--- src/rtl/magic_wake_detector.sv ---
module magic_wake_detector #(
  parameter int SYNC_LEN   = 6,
  parameter int COPIES     = 16,
  parameter int ADDR_BYTES = 6
) (
  input  logic                    clk,
  input  logic                    rst_n,
  input  logic                    rx_en,
  input  logic                    rx_valid,
  input  logic [7:0]              rx_data,
  input  logic                    rx_sof,
  input  logic                    rx_eof,
  input  logic                    rx_good,
  input  logic [ADDR_BYTES*8-1:0] station_addr,
  input  logic                    rx_stop_done,
  input  logic                    tx_stop_done,
  input  logic                    cfg_wr,
  input  logic                    cfg_arm,
  input  logic                    evt_clr,
  input  logic                    mask_wr,
  input  logic                    mask_in,
  output logic                    armed,
  output logic                    wake_evt,
  output logic                    wake_mask,
  output logic                    irq,
  output logic                    host_valid,
  output logic [7:0]              host_data,
  output logic                    host_sof,
  output logic                    host_eof,
  output logic                    host_good
);

  localparam int SW = $clog2(SYNC_LEN + 1);
  localparam int BW = $clog2(ADDR_BYTES);
  localparam int CW = $clog2(COPIES);

  logic [SW-1:0] ff_run, b_run, n_run;
  logic          in_addr, b_in, n_in;
  logic [BW-1:0] byte_idx, b_idx, n_idx;
  logic [CW-1:0] copy_cnt, b_cnt, n_cnt;
  logic          found, b_found, n_found;
  logic [7:0]    cur_addr, first_addr;
  logic          hunting, is_ff, detect;

  assign hunting    = armed & rx_en;
  assign is_ff      = rx_data == 8'hFF;
  assign first_addr = station_addr[ADDR_BYTES*8-1 -: 8];

  assign b_run   = rx_sof ? '0 : ff_run;
  assign b_in    = rx_sof ? 1'b0 : in_addr;
  assign b_idx   = rx_sof ? '0 : byte_idx;
  assign b_cnt   = rx_sof ? '0 : copy_cnt;
  assign b_found = rx_sof ? 1'b0 : found;

  assign cur_addr = station_addr[(ADDR_BYTES - 1 - int'(b_idx)) * 8 +: 8];

  always_comb begin
    n_run   = b_run;
    n_in    = b_in;
    n_idx   = b_idx;
    n_cnt   = b_cnt;
    n_found = b_found;
    if (!b_in) begin
      if (is_ff) begin
        if (b_run != SW'(SYNC_LEN)) n_run = b_run + 1'b1;
      end else if (b_run == SW'(SYNC_LEN) && rx_data == first_addr) begin
        n_in  = 1'b1;
        n_idx = BW'(1);
        n_cnt = '0;
        n_run = '0;
      end else begin
        n_run = '0;
      end
    end else if (rx_data == cur_addr) begin
      if (b_idx == BW'(ADDR_BYTES - 1)) begin
        n_idx = '0;
        if (b_cnt == CW'(COPIES - 1)) begin
          n_found = 1'b1;
          n_in    = 1'b0;
          n_cnt   = '0;
        end else begin
          n_cnt = b_cnt + 1'b1;
        end
      end else begin
        n_idx = b_idx + 1'b1;
      end
    end else begin
      n_in  = 1'b0;
      n_idx = '0;
      n_cnt = '0;
      n_run = is_ff ? SW'(1) : '0;
    end
  end

  assign detect = hunting & rx_valid & rx_eof & rx_good & n_found;

  always_ff @(posedge clk) begin
    if (!rst_n || !hunting) begin
      ff_run   <= '0;
      in_addr  <= 1'b0;
      byte_idx <= '0;
      copy_cnt <= '0;
      found    <= 1'b0;
    end else if (rx_valid) begin
      ff_run   <= n_run;
      in_addr  <= n_in;
      byte_idx <= n_idx;
      copy_cnt <= n_cnt;
      found    <= n_found;
    end
  end

  always_ff @(posedge clk) begin
    if (!rst_n) begin
      armed     <= 1'b0;
      wake_evt  <= 1'b0;
      wake_mask <= 1'b0;
    end else begin
      if (detect)
        armed <= 1'b0;
      else if (cfg_wr && !cfg_arm)
        armed <= 1'b0;
      else if (cfg_wr && rx_stop_done && tx_stop_done)
        armed <= 1'b1;
      if (detect)       wake_evt <= 1'b1;
      else if (evt_clr) wake_evt <= 1'b0;
      if (mask_wr) wake_mask <= mask_in;
    end
  end

  assign irq        = wake_evt & wake_mask;
  assign host_valid = rx_valid & rx_en & ~armed;
  assign host_data  = rx_data;
  assign host_sof   = host_valid & rx_sof;
  assign host_eof   = host_valid & rx_eof;
  assign host_good  = host_valid & rx_eof & rx_good;

  AST_ARM_GATED: assert property (@(posedge clk) disable iff (!rst_n)
    $rose(armed) |-> $past(cfg_wr && cfg_arm && rx_stop_done && tx_stop_done));
  AST_DISARM_CAUSE: assert property (@(posedge clk) disable iff (!rst_n)
    $fell(armed) |-> (wake_evt || $past(cfg_wr && !cfg_arm)));
  AST_EVT_GOOD_END: assert property (@(posedge clk) disable iff (!rst_n)
    $rose(wake_evt) |-> $past(rx_valid && rx_eof && rx_good));
  AST_EVT_NEEDS_HUNT: assert property (@(posedge clk) disable iff (!rst_n)
    $rose(wake_evt) |-> $past(armed && rx_en));
  AST_EVT_STICKY: assert property (@(posedge clk) disable iff (!rst_n)
    ($past(wake_evt) && !$past(evt_clr)) |-> wake_evt);

endmodule

--- config.mk ---
export PLATFORM = sky130hd
export DESIGN_NAME = magic_wake_detector
export DESIGN_NICKNAME = d
export VERILOG_FILES = /design/src/rtl/magic_wake_detector.sv
export SDC_FILE = /design/constraint.sdc
export NUM_CORES = 1
export LEC_CHECK = 0
export BUFFER_PORTS_ARGS = -buffer_cell sky130_fd_sc_hd__clkbuf_2
export CAP_MARGIN = 10
export CORE_MARGIN = 3
export CORE_UTILIZATION = 45
export CTS_CLUSTER_SIZE = 10
export DETAILED_ROUTE_END_ITERATION = 12
export PLACE_DENSITY = 0.79
export RECOVER_POWER = 100
export REMOVE_ABC_BUFFERS = 1
export SLEW_MARGIN = 0
export SYNTH_ARGS = -nofsm -noshare
export SYNTH_HDL_FRONTEND = slang
export SYNTH_SLANG_ARGS = --single-unit
--- constraint.sdc ---
create_clock -name clk -period 4.2 [get_ports clk]
set_clock_uncertainty 0.2 [all_clocks]
set_input_delay 0.42 -clock clk [delete_from_list [all_inputs] [get_ports clk]]
set_output_delay 0.42 -clock clk [all_outputs]
set_load 0.01 [all_outputs]
==> results.yml <==
outcome:
  outcome: "complete, no violations"
critical_path:
  start_kind: "flip-flop"
  path_cells: "nor2b_1 > ha_1 > nor4b_1 > a21oi_1 > o211ai_1 > mux2_1 > or4_1 > or4_1 > a31o_1"
  cp.required_ns: 4.16
  critPathMaxStageDelay_ns: 0.56
  crit_path_end_kind: "flip-flop"
  cp_max_fo: 15
  arrival_ns: 3.60
  crit_family: "simple AND/OR/NAND/NOR gates"
  cpMostUsedCell: "or4_1"
  slowest_stage: "or4_1"
  path_class: "flip-flop to flip-flop"
  cp_num_buf_inv: 0
cts:
  clk_pin_slew_ns: 0.07
  cts_sinks: 15
  cts-root-buf: "clkbuf_8"
  cts_tree: "yes"
  h-tree-depth: 1
  cts-hold-fix-buffers: 0
  postCtsResizedCells: 0
  cts.path.max_buffers: 2
  cts_made_buffers: 3
  clk_latency_ns: 0.26
  cts_setup_buffers: 0
place:
  gp_congestion: 0.999
  dp_hpwl_mm: 4.71
  port_buffers: 85
  place_area_um2: 2460
die:
  die_w_um: 74.1
  coreArea_um2: 4410
  dieArea_um2: 5490
  io_pins: 86
  rows: 24
  start_util_pct: 47.3
  die_height_um: 74.1
routing:
  first_iter_violations: 141
  via_per_inst: 5.93
  wire_per_inst_um: 14.6
  drc_errors: 0
  drt_pass1_iterations: 4
  num_vias: 2466
  antenna_left: 0
  drt_wl_total_mm: 6.08
pwr:
  cellPowerDensity_nw_per_um2: 160
  p_comb_share_pct: 31.4
  peakVddDrop_v: 0.0000990
  clkPwrFrac_pct: 31.5
  sw_frac_of_total_pct: 32.0
  p_int_mw: 0.269
  power_switching_mw: 0.127
  leakagePower_nw: 1.02
  pwr-share-seq_pct: 37.1
  total_power_mw: 0.396
timing:
  rsz0062_at_grt: "false"
  fin_crit_sh_pct: 86.8
  hold_viol_final: 0
  fmax_mhz: 274
  slew_viol_final: 0
  setup_tns_ns: 0
  whs_ns: 0.220
  setup_viol: 0
  worst_pin_slew_ns: 0.959
  finalCriticalPeriod_ns: 3.65
  maxSlewHeadroom_pct: 35.5
synthesis:
  syn_area_um2: 2090
  ys_seq_elements: 15
  seq_area_frac_synth_pct: 14.4
  syn_inst: 294
  synth_ff_type: "dfxtp_1"
  synth-edff-count: 0
  syn_area_per_cell_um2: 7.10
  yosys.cell_types.count: 58
  async_flop_share_pct: 0
  synth.yosys.warnings: 0
grt:
  grt_usage_pct: 22.2
  grt_overflow_total: 0
  grt_antenna_before_repair: 0
  grt_pass1_wl_mm: 9.87
  grt_pass1_vias: 2210
  grt_max_degree: 33
cells_and_area:
  final_cell_area_um2: 2480
  area_growth_pct: 18.7
  drive_gt1_share_pct: 24.5
  fin_nets: 441
  antenna_cells: 0
  fill_cells: 434
flow_run:
  maxCapViolCount: 0
hold_path:
  min_path_type: "input pin to flip-flop"
## tightest hold or removal path, cell delays in order
cell and delay, ns:
clkbuf_2 0.08, mux2i_1 0.06, nor2b_1 0.09
## cell usage after synthesis (6+ instances only)
cell type | number | area, um^2
nor3_1 | 14 | 70.1
a31oi_1 | 12 | 75.1
nand3_1 | 10 | 50.1
a21oi_1 | 17 | 85.1
nand4_1 | 12 | 75.1
nor4b_1 | 7 | 61.3
nand2b_1 | 11 | 68.8
xnor2_1 | 12 | 105
o21ai_0 | 18 | 90.1
dfxtp_1 | 15 | 300
nor2_1 | 18 | 67.6
nand2_1 | 19 | 71.3
ha_1 | 6 | 75.1
buf_2 | 8 | 40.0
inv_1 | 10 | 37.5
nor2b_1 | 20 | 125
buf_4 | 10 | 75.1
## metal layers
metal,vias to the layer above,global-route usage (%),part of all wire [%]
li1,1211,-,-
met1,1138,29.7,44
met2,109,37.4,46
met3,8,2.03,8.5
met4,0,7.65,1.4
met5,-,0,0
## metrics by stage
stage          cells  util, %  setup slack [ns]
2_1_floorplan    268        -             0.349
3_3_place_gp     412     55.8             0.540
3_5_place_dp     412     55.8             0.469
4_1_cts          416     56.9             0.637
5_1_grt          416     56.2             0.166
6_report         416     56.2             0.554
## state kept, by name (all words and copies together) (netlist names)
name	cells
wake_mask	1
copy_cnt	4
armed	1
wake_evt	1
found	1
in_addr	1
ff_run	3
byte_idx	3
## cell type report
| type | instances | area (um^2) | share of cell area, % |
|---|---|---|---|
| sequential | 15 | 300 | 12.1 |
| inverter | 11 | 41.3 | 1.67 |
| clock inverter | 1 | 7.51 | 0.303 |
| multi-input combinational | 242 | 1560 | 63.0 |
| timing repair buffer | 92 | 460 | 18.6 |
| clock buffer | 3 | 41.3 | 1.67 |
| tap | 52 | 65.1 | 2.62 |
## path summary, 6_finish.rpt
path | startpoint | endpoint | slack, ns | depth (start not counted)
worst max-delay path | byte_idx[2] | armed | 0.55 | 9
worst min-delay path | mask_in | wake_mask | 0.22 | 3
worst max register to register | byte_idx[2] | armed | 0.55 | 9
worst min register to register | found | found | 0.29 | 2
## power groups by stage
stage / registers (mW) / clock network, mW / logic (mW)
5_1_grt: 0.147 / 0.134 / 0.137
3_5_place_dp: 0.150 / 0 / 0.127
2_1_floorplan: 0.151 / 0 / 0.0566
3_3_place_gp: 0.150 / 0 / 0.126
6_report: 0.147 / 0.125 / 0.124
4_1_cts: 0.147 / 0.128 / 0.128
## cells by family after synthesis
family                   Yosys count  share of synthesized area (%)
AO/OA/AOI/OAI                     75                           23.0
multiplexers                       5                           2.70
buffers and inverters             37                           10.0
AND/OR/NAND/NOR                  141                           40.0
flip-flops                        15                           14.4
XOR/XNOR                          15                           6.29
adder cells (fa/ha/maj)            6                           3.59
## layout by cell type, fill, tap and decap left out, types with 2 or more instances in the layout
master,count
clkbuf_2,71
nor2b_1,20
nand2_1,19
nor2_1,18
o21ai_0,18
a21oi_1,17
dfxtp_1,15
nor3_1,14
clkbuf_1,14
nand4_1,12
xnor2_1,12
a31oi_1,12
nand2b_1,11
inv_1,10
nand3_1,10
nor4b_1,7
buf_4,7
ha_1,6
a211oi_1,5
o31a_1,4
nor3b_1,4
and2_1,3
and3_1,3
xor2_1,3
o31ai_1,3
mux2i_1,3
nor4_1,3
clkbuf_8,3
and2_0,2
or3_1,2
o21bai_1,2
a21o_1,2
and3b_1,2
and4_1,2
nor4_2,2
or4_1,2
No activity file was read; power rests on OpenSTA's default activity.
